===== src/rtl/rxf_pkg.sv =====
package rxf_pkg;
   typedef struct packed {
      logic frame;
      logic parity;
   } rx_flags_t;
endpackage


===== src/rtl/rxf_store.sv =====
module rxf_store #(
   parameter int DATA_W = 8,
   parameter int DEPTH  = 8
) (
   input  logic                clk,
   input  logic                rst_n,
   input  logic                wr_en,
   input  logic [DATA_W-1:0]   wr_data,
   input  rxf_pkg::rx_flags_t  wr_flags,
   input  logic                rd_en,
   output logic [DATA_W-1:0]   head_data,
   output rxf_pkg::rx_flags_t  head_flags,
   output logic                empty,
   output logic                full,
   output logic                pop,
   output logic                ovr_evt
);
   localparam int PW = (DEPTH > 1) ? $clog2(DEPTH) : 1;
   localparam int CW = $clog2(DEPTH + 1);

   logic [DATA_W-1:0]  data_mem [DEPTH];
   rxf_pkg::rx_flags_t flag_mem [DEPTH];

   logic [PW-1:0] wr_ptr, rd_ptr, wr_nxt, rd_nxt, wr_last;
   logic [CW-1:0] count;
   logic          push;

   generate
      if ((DEPTH & (DEPTH - 1)) == 0) begin : g_pow2
         assign wr_nxt  = wr_ptr + 1'b1;
         assign rd_nxt  = rd_ptr + 1'b1;
         assign wr_last = wr_ptr - 1'b1;
      end else begin : g_mod
         assign wr_nxt  = (wr_ptr == PW'(DEPTH - 1)) ? '0 : wr_ptr + 1'b1;
         assign rd_nxt  = (rd_ptr == PW'(DEPTH - 1)) ? '0 : rd_ptr + 1'b1;
         assign wr_last = (wr_ptr == '0) ? PW'(DEPTH - 1) : wr_ptr - 1'b1;
      end
   endgenerate

   assign empty   = (count == '0);
   assign full    = (count == CW'(DEPTH));
   assign pop     = rd_en & ~empty;
   assign push    = wr_en & (~full | pop);
   assign ovr_evt = wr_en & full & ~pop;

   assign head_data  = data_mem[rd_ptr];
   assign head_flags = flag_mem[rd_ptr];

   // data FIFO and flag FIFO share addresses, so flags move with their character
   always_ff @(posedge clk or negedge rst_n) begin
      if (!rst_n) begin
         for (int i = 0; i < DEPTH; i++) begin
            data_mem[i] <= '0;
            flag_mem[i] <= '0;
         end
      end else if (push) begin
         data_mem[wr_ptr] <= wr_data;
         flag_mem[wr_ptr] <= wr_flags;
      end else if (ovr_evt) begin
         data_mem[wr_last] <= wr_data;
         flag_mem[wr_last] <= wr_flags;
      end
   end

   always_ff @(posedge clk or negedge rst_n) begin
      if (!rst_n) begin
         wr_ptr <= '0;
         rd_ptr <= '0;
         count  <= '0;
      end else begin
         if (push) wr_ptr <= wr_nxt;
         if (pop)  rd_ptr <= rd_nxt;
         count <= count + CW'(push) - CW'(pop);
      end
   end
endmodule


===== src/rtl/rxf_status.sv =====
module rxf_status (
   input  logic               clk,
   input  logic               rst_n,
   input  logic               head_valid,
   input  rxf_pkg::rx_flags_t head_flags,
   input  logic               pop,
   input  logic               ovr_evt,
   input  logic               err_reset,
   input  logic               parity_irq_en,
   output logic               frame_err,
   output logic               parity_err,
   output logic               overrun_err,
   output logic               special_irq
);
   logic par_q, ovr_q;

   // a new event in the same cycle as err_reset wins
   always_ff @(posedge clk or negedge rst_n) begin
      if (!rst_n) begin
         par_q <= 1'b0;
         ovr_q <= 1'b0;
      end else begin
         if (pop && head_flags.parity) par_q <= 1'b1;
         else if (err_reset)           par_q <= 1'b0;
         if (ovr_evt)                  ovr_q <= 1'b1;
         else if (err_reset)           ovr_q <= 1'b0;
      end
   end

   assign frame_err   = head_valid & head_flags.frame;
   assign parity_err  = par_q | (head_valid & head_flags.parity);
   assign overrun_err = ovr_q;
   assign special_irq = frame_err | ovr_q | (parity_irq_en & parity_err);
endmodule


===== src/rtl/rx_err_fifo.sv =====
module rx_err_fifo #(
   parameter int DATA_W = 8,
   parameter int DEPTH  = 8
) (
   input  logic              clk,
   input  logic              rst_n,
   input  logic              wr_en,
   input  logic [DATA_W-1:0] wr_data,
   input  logic              wr_frame_err,
   input  logic              wr_parity_err,
   input  logic              rd_en,
   input  logic              err_reset,
   input  logic              parity_irq_en,
   output logic [DATA_W-1:0] rd_data,
   output logic              char_avail,
   output logic              fifo_empty,
   output logic              fifo_full,
   output logic              frame_err,
   output logic              parity_err,
   output logic              overrun_err,
   output logic              special_irq
);
   generate
      if (DEPTH < 2)  begin : g_bad_depth  $error("DEPTH must be at least 2");  end
      if (DATA_W < 1) begin : g_bad_width  $error("DATA_W must be at least 1"); end
   endgenerate

   rxf_pkg::rx_flags_t in_flags, head_flags;
   logic pop, ovr_evt;

   assign in_flags.frame  = wr_frame_err;
   assign in_flags.parity = wr_parity_err;

   rxf_store #(.DATA_W(DATA_W), .DEPTH(DEPTH)) u_store (
      .clk        (clk),
      .rst_n      (rst_n),
      .wr_en      (wr_en),
      .wr_data    (wr_data),
      .wr_flags   (in_flags),
      .rd_en      (rd_en),
      .head_data  (rd_data),
      .head_flags (head_flags),
      .empty      (fifo_empty),
      .full       (fifo_full),
      .pop        (pop),
      .ovr_evt    (ovr_evt)
   );

   assign char_avail = ~fifo_empty;

   rxf_status u_status (
      .clk           (clk),
      .rst_n         (rst_n),
      .head_valid    (char_avail),
      .head_flags    (head_flags),
      .pop           (pop),
      .ovr_evt       (ovr_evt),
      .err_reset     (err_reset),
      .parity_irq_en (parity_irq_en),
      .frame_err     (frame_err),
      .parity_err    (parity_err),
      .overrun_err   (overrun_err),
      .special_irq   (special_irq)
   );
endmodule


===== config.mk =====
export PLATFORM = sky130hd
export DESIGN_NAME = rx_err_fifo
export DESIGN_NICKNAME = d
export VERILOG_FILES = /design/src/rtl/rxf_pkg.sv /design/src/rtl/rxf_store.sv /design/src/rtl/rxf_status.sv /design/src/rtl/rx_err_fifo.sv
export SDC_FILE = /design/constraint.sdc
export NUM_CORES = 1
export LEC_CHECK = 0
export BUFFER_PORTS_ARGS = -buffer_cell sky130_fd_sc_hd__clkbuf_2
export CAP_MARGIN = 20
export CORE_MARGIN = 1
export CORE_UTILIZATION = 53
export DETAILED_ROUTE_END_ITERATION = 7
export HOLD_SLACK_MARGIN = 0.1
export MAX_ROUTING_LAYER = met4
export PLACE_DENSITY = 0.71
export SKIP_LAST_GASP = 1
export SLEW_MARGIN = 20
export SYNTH_ARGS = -nofsm -noshare
export SYNTH_HDL_FRONTEND = slang
export SYNTH_HIERARCHICAL = 1
export SYNTH_SLANG_ARGS = --single-unit

===== constraint.sdc =====
create_clock -name clk -period 2.87 [get_ports clk]
set_clock_uncertainty 0.1 [all_clocks]
set_input_delay 0.1435 -clock clk [delete_from_list [all_inputs] [get_ports clk]]
set_output_delay 0.1435 -clock clk [all_outputs]
set_load 0.01 [all_outputs]

==> metrics.yaml, run 1 <==
finish:
  syn2layout_area_growth_pct: 11.7
  antenna_cells: 0
  instances_no_fill: 456
  seq_area_mm2: 0.00230
  drive_above_1_share_pct: 49.7
  multi_input_area_mm2: 0.00224
  layout.nets: 369
  nFillCells: 691
yosys:
  netlist_instances: 298
  yosysWarnings: 6
  syn-num-nets: 324
  post-synth-top-count-cell: "dfrtp_1"
  synth_top_area_share_pct: 48.9
  synth_area_leaders: "dfrtp_1 (49%), mux2_4 (18%), mux2_2 (10%), mux4_2 (9.6%), ha_1 (2.4%)"
  syn-cell-area_mm2: 0.00471
  avgSynthCellArea_um2: 15.8
  async_flop_share_pct: 100
  ys_top_cells_by_count: "dfrtp_1 (92), mux2_4 (55), mux2_2 (43)"
  synthDistinctLibCells: 30
  ys_seq_area_share_pct: 48.9
  synthFlopType: "dfrtp_1"
  synth-edff-count: 0
  ys_ff_latch: 92
  yosysTopAreaCell: "dfrtp_1"
floorplanning:
  start_util_pct: 54.2
  io_pins: 31
  dieArea_mm2: 0.00926
  die_w_um: 96.2
  die_height_um: 96.2
  rows: 34
  core_area_mm2: 0.00868
clock_network:
  clk_pin_slew_ns: 0.08
  cts_max_level: 3
  cts_tree: "built"
  clk_latency_ns: 0.34
  cts_buffers: 9
  cts_sinks: 92
  cts-root-buf: "clkbuf_8"
  clock_path_buffers: 2
drt:
  viasPerCell: 5.54
  drt_iter0_drc: 50
  antenna_left: 0
  avgRoutedWirePerCell_um: 18.7
  dr.pass1.iters: 4
  wirelength_um: 8520
  drc: 0
  vias: 2527
worst_setup_path:
  crit_required_ns: 2.63
  crit_type: "register to output port"
  worstPathCellList: "mux4_2, mux2_2, a21o_1, a221o_1, clkbuf_2"
  path_buf_inv: 1
  cp_data_arrival_time_ns: 2.39
  cpPeakStageDelay_ns: 0.61
  crit_slowest_cell: "dfrtp_1"
  critPathCaptureType: "output port"
  path_max_fanout: 8
  startpoint_type: "register"
  critical-path-top-delay-family: "multiplexers"
timing:
  slew_viol_final: 0
  fmax_mhz: 379
  relSlewSlack_pct: 60.7
  min_period_over_period_pct: 91.9
  fin_hold_ws_ns: 0.158
  finalSetupViolCount: 0
  hold_viol: 0
  worst_pin_slew_ns: 0.589
  rsz0062_at_grt: "false"
  setup_tns_ns: 0
  fin_crit_ns: 2.64
place:
  place_inst: 427
  hpwlAfterDp_um: 5440
  globalplace.congestion: 0.755
  port-buffer-count: 30
global_routing:
  overflow: 0
  grt_pass1_wl_um: 13900
  antenna_found_initial: 0
  grt_max_degree: 49
  grt_use_total_pct: 21.4
  grt_pass1_vias: 2579
power_and_ir_drop:
  power.leakage_nw: 2.43
  vdd_drop_max_v: 0.000487
  finalPower_mw: 6.22
  power.density_mw_per_mm2: 1180
outcome:
  status: "complete, no violations"
hold_path:
  worstHoldPathType: "input pin to register"
flow_run:
  drv_cap: 0
## through the flow
step,instance area (um^2),setup slack [ns],utilization [%]
finish,5260,0.233,60.6
global route,5260,0.0982,60.6
CTS,5260,0.182,60.6
detailed placement,4940,0.364,56.9
global placement,4940,0.420,56.9
floorplan,4710,0.383,-
## cell families (layout without fill, tap and decap cells)
family	count (synthesis)	after routing	synth area share (%)
xor gates and xnor gates	8	8	1.49
adders and majority gates	10	10	2.82
DFF	92	92	48.9
and+or+nand+nor	32	32	3.62
buffers and inverters	28	78	3.48
muxes	120	120	38.4
AOI/OAI and AO/OA	8	8	1.33
## sequential cells by signal, summed over array words and instances, names as in the netlist
signal	flops
u_status/overrun_err	1
u_status/par_q	1
u_store/rd_ptr	3
u_store/data_mem	64
u_store/count	4
u_store/flag_mem	16
u_store/wr_ptr	3
## final cells by class
cell class                      instances  share of cell area [%]
Multi-Input combinational cell        178                    42.6
Tap cell                              108                    2.57
Timing Repair Buffer                   49                    6.47
Clock inverter                          5                    1.17
Clock buffer                           11                    2.50
Inverter                               13                   0.928
Sequential cell                        92                    43.8
## worst min-delay path, stage by stage
cell      delay [ns]
clkbuf_2        0.08
inv_1           0.08
nor2_1          0.12
xor2_1          0.14
## path summary, 6_finish.rpt
path,slack (ns),start,endpoint,depth (start not counted)
max reg2reg,0.34,u_store/count[2],u_store/count[2],10
min reg2reg,0.41,u_store/data_mem[12],u_store/data_mem[12],1
min,0.16,rd_en,u_store/rd_ptr[0],4
min in group asynchronous,0.23,rst_n,u_store/data_mem[39],2
max in group asynchronous,1.78,rst_n,u_store/data_mem[12],3
max,0.23,u_store/rd_ptr[0],special_irq,5
## timing repair
item | 4_1_cts | 5_1_grt
hold buffers | 13 | 0
endpoints found under the hold margin | 127 | 0
buffers inserted | 0 | 0
gates resized for setup | 0 | 0
## cell usage in the layout (no fill, tap or decap), types with 2 or more instances in the layout
| cell | n |
|---|---|
| inv_1 | 13 |
| mux2i_4 | 2 |
| clkinvlp_4 | 3 |
| mux2_4 | 55 |
| nor3b_1 | 2 |
| xnor2_1 | 5 |
| mux4_2 | 20 |
| nor2_1 | 10 |
| nor3_1 | 4 |
| mux2_2 | 43 |
| clkbuf_8 | 9 |
| dfrtp_1 | 92 |
| nand3_1 | 2 |
| buf_4 | 6 |
| dlygate4sd3_1 | 13 |
| clkbuf_2 | 29 |
| nand2_1 | 6 |
| a21o_1 | 4 |
| clkbuf_1 | 2 |
| nand2b_1 | 2 |
| ha_1 | 9 |
| xor2_1 | 3 |
## routing by layer
metal	global-route usage, %	routed length [um]	up-vias
met1	28.9	4050	1324
met2	33.6	4220	30
met5	-	0	-
li1	-	-	1166
met3	2.84	163	7
met4	7.09	82	0
## report_power, final
group / switching (mW) / internal (mW) / leakage (nW) / total (mW)
Sequential: 0.480 / 1.96 / 1.10 / 2.44
Combinational: 1.07 / 1.85 / 1.24 / 2.92
Clock: 0.453 / 0.407 / 0.0862 / 0.860
No activity file was read; power rests on OpenSTA's default activity.
==> run 2: changes to the inputs <==
MAX_ROUTING_LAYER = unset   (was met4)
==> metrics.yaml, run 2 (synthesis results as in run 1) <==
outcome:
  status: "complete, no violations"  # unchanged
clock_network:
  cts_tree: "built"  # unchanged
  cts_buffers: 9  # unchanged
  ctsResizeCount: 0  # unchanged
  post-cts-setup-buffers: 0  # unchanged
  clk_latency_ns: 0.35  # was 0.34 ns
  holdBufCountCts: 13  # unchanged
  clk_pin_slew_ns: 0.08  # about the same
  cts-root-buf: "clkbuf_8"  # unchanged
  cts_max_level: 3  # unchanged
  clock_path_buffers: 2  # unchanged
  cts_sinks: 92  # unchanged
floorplanning:
  core_area_mm2: 0.00868  # unchanged
  rows: 34  # unchanged
  die_w_um: 96.2  # unchanged
  dieArea_mm2: 0.00926  # unchanged
  die_height_um: 96.2  # unchanged
  io_pins: 31  # unchanged
  start_util_pct: 54.2  # unchanged
timing:
  rsz0062_at_grt: "false"  # unchanged
  fin_crit_ns: 2.64  # about the same
  setup_tns_ns: 0  # unchanged
  fin_ws_ns: 0.226  # was 0.233 ns
  hold_viol: 0  # unchanged
  finalSetupViolCount: 0  # unchanged
  fmax_mhz: 378  # was 379 MHz
  relSlewSlack_pct: 60.9  # was 60.7%
  worst_pin_slew_ns: 0.587  # was 0.589 ns
  slew_viol_final: 0  # unchanged
  min_period_over_period_pct: 92.1  # was 91.9%
worst_setup_path:
  cpPeakStageDelay_ns: 0.61  # about the same
  critPathCaptureType: "output port"  # unchanged
  critical-path-top-delay-family: "multiplexers"  # unchanged
  worstPathCellList: "mux4_2, mux2_2, a21o_1, a221o_1, clkbuf_2"  # unchanged
  path_max_fanout: 8  # unchanged
  path_buf_inv: 1  # unchanged
  crit_cells: 5  # unchanged
  r2r_slack_ns: 0.34  # about the same
  cp_data_arrival_time_ns: 2.40  # was 2.39 ns
  crit_type: "register to output port"  # unchanged
  rr_worst_depth: 10  # unchanged
  crit_required_ns: 2.63  # about the same
  crit_slowest_cell: "dfrtp_1"  # unchanged
  startpoint_type: "register"  # unchanged
finish:
  antenna_cells: 0  # unchanged
  drive_above_1_share_pct: 49.7  # unchanged
  top_regs: "u_store/data_mem (64), u_store/flag_mem (16), u_store/count (4)"  # unchanged
  largest_register: "u_store/data_mem"  # unchanged
  post-route-util_pct: 60.6  # unchanged
  syn2layout_area_growth_pct: 11.7  # unchanged
  layout.nets: 369  # unchanged
  final_common_cell: "dfrtp_1"  # unchanged
  largest_reg_flops: 64  # unchanged
  layout.cells.most_common_list: "dfrtp_1 (92), mux2_4 (55), mux2_2 (43)"  # unchanged
drt:
  wirelength_um: 8510  # was 8520 um
  dr.pass1.iters: 4  # unchanged
  drt_iter0_drc: 30  # was 50
  viasPerCell: 5.56  # was 5.54
  avgRoutedWirePerCell_um: 18.7  # about the same
  drc: 0  # unchanged
  antenna_left: 0  # unchanged
  vias: 2536  # was 2527
place:
  port-buffer-count: 30  # unchanged
  hpwlAfterDp_um: 5440  # unchanged
  place_ws_ns: 0.364  # unchanged
  globalplace.congestion: 0.745  # was 0.755
power_and_ir_drop:
  finalPower_mw: 6.22  # about the same
  vdd_drop_max_v: 0.000487  # about the same
  power.density_mw_per_mm2: 1180  # about the same
  power.leakage_nw: 2.43  # unchanged
hold_path:
  worstHoldPathCells: 4  # unchanged
  worstHoldPathType: "input pin to register"  # unchanged
global_routing:
  grt_pass1_wl_um: 13800  # was 13900 um
  antenna_found_initial: 0  # unchanged
  grt_pass1_vias: 2582  # was 2579
  grt_use_total_pct: 20.8  # was 21.4%
  grt_max_degree: 49  # unchanged
  overflow: 0  # unchanged
flow_run:
  drv_cap: 0  # unchanged
[run 2: cell counts in the layout (fill, tap and decap cells not counted)]
Identical to the previous run, type by type.
[run 2: worst min-delay path, delay by kind of cell]
kind	cells	cell delay (ns)
XOR/XNOR	1	0.14
buffers and inverters	2	0.16
AND/OR/NAND/NOR	1	0.12
[run 2: power breakdown]
group	switching, mW	total, mW	internal (mW)
Combinational	1.07	2.93	1.85
Sequential	0.477	2.43	1.96
Clock	0.456	0.863	0.407
Total	2.01	6.22	4.22
[run 2: per-layer routing]
metal | GRT usage [%] | share of wire [%] | vias up
li1 | - | - | 1169
met1 | 28.7 | 48 | 1324
met2 | 33.6 | 49 | 38
met3 | 3.79 | 2.4 | 5
met4 | 5.97 | 0.75 | 0
met5 | 0 | 0 | -
[run 2: worst paths after layout]
path / start / to
max in group asynchronous: rst_n / u_store/data_mem[12]
hold reg to reg: u_store/data_mem[12] / u_store/data_mem[12]
setup reg to reg: u_store/count[2] / u_store/count[2]
min in group asynchronous: rst_n / u_store/data_mem[7]
setup / recovery: u_store/rd_ptr[0] / special_irq
hold / removal: rd_en / u_store/rd_ptr[0]
[run 2: per-stage QoR]
stage,hold slack [ns],cells,instance area [um^2]
final,0.156,456,5260
after detailed placement,0.0849,427,4940
after global routing,0.187,456,5260
after global placement,0.0866,427,4940
after floorplan,-0.252,298,4710
after CTS,0.136,456,5260
[run 2: area by class of cell]
| cell class | count | area (um^2) |
|---|---|---|
| Clock buffer | 11 | 131 |
| Clock inverter | 5 | 61.3 |
| Fill cell | 691 | 3420 |
| Timing Repair Buffer | 49 | 340 |
| Sequential cell | 92 | 2300 |
| Multi-Input combinational cell | 178 | 2240 |
| Tap cell | 108 | 135 |
| Inverter | 13 | 48.8 |
==> run 3: changes to the inputs <==
CORE_UTILIZATION = 30   (was 53)
PLACE_DENSITY = unset   (was 0.71)
clock period = 3.4 ns   (was 2.87 ns; I/O delays follow)
==> metrics.yaml, run 3 (synthesis results as in run 1) <==
global_routing:
  grt_pass1_wl_um: 15600  # was 13800 um
  grt_pass1_vias: 2825  # was 2582
  grt_use_total_pct: 12.9  # was 20.8%
  grt_max_degree: 45  # was 49
  overflow: 0  # unchanged
  antenna_found_initial: 0  # unchanged
place:
  place_area_mm2: 0.00505  # was 0.00494 mm^2
  port-buffer-count: 30  # unchanged
  globalplace.congestion: 0.719  # was 0.745
  hpwlAfterDp_um: 6080  # was 5440 um
timing:
  fin_hold_ws_ns: 0.115  # was 0.156 ns
  finalSetupViolCount: 0  # unchanged
  relSlewSlack_pct: 43.8  # was 60.9%
  fmax_mhz: 351
  worst_pin_slew_ns: 0.843  # was 0.587 ns
  hold_viol: 0  # unchanged
  setup_tns_ns: 0  # unchanged
  slew_viol_final: 0  # unchanged
  min_period_over_period_pct: 83.8
  fin_crit_ns: 2.85
  rsz0062_at_grt: "false"  # unchanged
clock_network:
  clk_latency_ns: 0.34  # was 0.35 ns
  cts_max_level: 3  # unchanged
  cts-root-buf: "clkbuf_16"  # was clkbuf_8
  cts_buffers: 9  # unchanged
  cts_tree: "built"  # unchanged
  ctsResizeCount: 0  # unchanged
  holdBufCountCts: 12  # was 13
  clk_pin_slew_ns: 0.07  # was 0.08 ns
  cts_sinks: 92  # unchanged
  post-cts-setup-buffers: 0  # unchanged
  clock_path_buffers: 2  # unchanged
power_and_ir_drop:
  power.leakage_nw: 2.46  # was 2.43 nW
  power.density_mw_per_mm2: 1020  # was 1180 mW/mm^2
  vdd_drop_max_v: 0.000388  # was 0.000487 V
flow_run:
  drv_cap: 0  # unchanged
drt:
  dr_wl_met2_um: 4520  # was 4180 um
  drc: 0  # unchanged
  vias: 2559  # was 2536
  viasPerCell: 4.59  # was 5.56
  m1WireLength_um: 4300  # was 4060 um
  dr.pass1.iters: 4  # unchanged
  wirelength_um: 9440  # was 8510 um
  top_layer: "met4"  # unchanged
  antenna_left: 0  # unchanged
  avgRoutedWirePerCell_um: 17.0  # was 18.7 um
  drt_iter0_drc: 102  # was 30
  met3_length_um: 392  # was 207 um
finish:
  final_area_mm2: 0.00546  # was 0.00526 mm^2
  layout.cells.most_common_list: "dfrtp_1 (92), mux2_4 (55), mux2_2 (43)"  # unchanged
  largest_reg_flops: 64  # unchanged
  drive_above_1_share_pct: 50.0  # was 49.7%
  syn2layout_area_growth_pct: 16.0  # was 11.7%
  antenna_cells: 0  # unchanged
  top_regs: "u_store/data_mem (64), u_store/flag_mem (16), u_store/count (4)"  # unchanged
  final_common_cell: "dfrtp_1"  # unchanged
  largest_register: "u_store/data_mem"  # unchanged
  layout.nets: 367  # was 369
floorplanning:
  io_pins: 31  # unchanged
  rows: 45  # was 34
  start_util_pct: 30.8  # was 54.2%
  core_area_mm2: 0.0153  # was 0.00868 mm^2
  dieArea_mm2: 0.0162  # was 0.00926 mm^2
  die_w_um: 127  # was 96.2 um
  die_height_um: 127  # was 96.2 um
worst_setup_path:
  cpPeakStageDelay_ns: 0.57  # was 0.61 ns
  rr_endpoint: "u_store/count[1]"  # was u_store/count[2]
  r2r_slack_ns: 0.56  # was 0.34 ns
  rr_worst_depth: 10  # unchanged
  crit_type: "register to output port"  # unchanged
  startpoint_type: "register"  # unchanged
  crit_slowest_cell: "dfrtp_1"  # unchanged
  worstPathCellList: "buf_4, mux4_2, mux2_2, a21o_1, a221o_1, clkbuf_2"  # was mux4_2, mux2_2, a21o_1, a221o_1, clkbuf_2
  r2r_start: "u_store/count[2]"  # unchanged
  critPathCaptureType: "output port"  # unchanged
  cp_data_arrival_time_ns: 2.58  # was 2.40 ns
  path_max_fanout: 7  # was 8
  crit_required_ns: 3.13  # was 2.63 ns
hold_path:
  worstHoldPathType: "input pin to asynchronous set/reset pin"  # was input pin to register
outcome:
  status: "complete, no violations"  # unchanged
==> run 3: changes by cell type in the layout (fill, tap and decap cells not counted) <==
cell,before,now
clkbuf_1,2,1
clkinv_2,0,1
inv_6,1,0
buf_12,1,0
dlygate4sd3_1,13,12
clkbuf_8,9,0
clkinvlp_4,3,4
clkbuf_16,0,9
==> run 3: worst max-delay path: cells and delay by family (launching register included) <==
family                 cells  cell delay, ns
multiplexers               2            0.81
AO/OA/AOI/OAI              2            0.45
flip-flops                 1            0.57
buffers and inverters      2            0.41
==> run 3: per-stage QoR <==
| stage | cells | total power, mW | setup slack (ns) | util [%] |
|---|---|---|---|---|
| 2_1_floorplan | 298 | 3.98 | 0.913 | - |
| 3_3_place_gp | 529 | 4.53 | 0.631 | 33.1 |
| 3_5_place_dp | 529 | 4.60 | 0.567 | 33.1 |
| 4_1_cts | 557 | 5.64 | 0.493 | 35.8 |
| 5_1_grt | 557 | 5.94 | 0.335 | 35.8 |
| 6_report | 557 | 5.56 | 0.549 | 35.8 |
==> run 3: power breakdown <==
group	switching [mW]	internal [mW]	leakage [nW]	total, mW
sequential	0.413	1.66	1.10	2.07
clock	0.425	0.568	0.131	0.994
combinational	0.943	1.55	1.23	2.50
==> run 3: area by class of cell <==
| type | count | area (um^2) |
|---|---|---|
| multi-input combinational | 178 | 2240 |
| clock inverter | 6 | 65.1 |
| timing repair buffer | 47 | 310 |
| clock buffer | 10 | 229 |
| fill | 1446 | 9800 |
| tap | 211 | 264 |
| sequential | 92 | 2300 |
| inverter | 13 | 48.8 |
==> run 3: worst max-delay path by stage <==
stage	from	endpoint	depth (start not counted)
2_1_floorplan	u_store/count[2]	u_store/count[2]	10
3_3_place_gp	u_store/count[2]	u_store/count[1]	10
5_1_grt	u_store/count[2]	u_store/count[1]	10
3_5_place_dp	u_store/count[2]	u_store/count[2]	10
6_report	u_store/rd_ptr[0]	special_irq	6
4_1_cts	u_store/rd_ptr[0]	special_irq	6
==> run 3: metal layers <==
metal / track usage, % / up-vias
met3: 4.19 / 16
li1: - / 1164
met5: 0 / -
met2: 20.3 / 37
met1: 16.3 / 1342
met4: 5.67 / 0
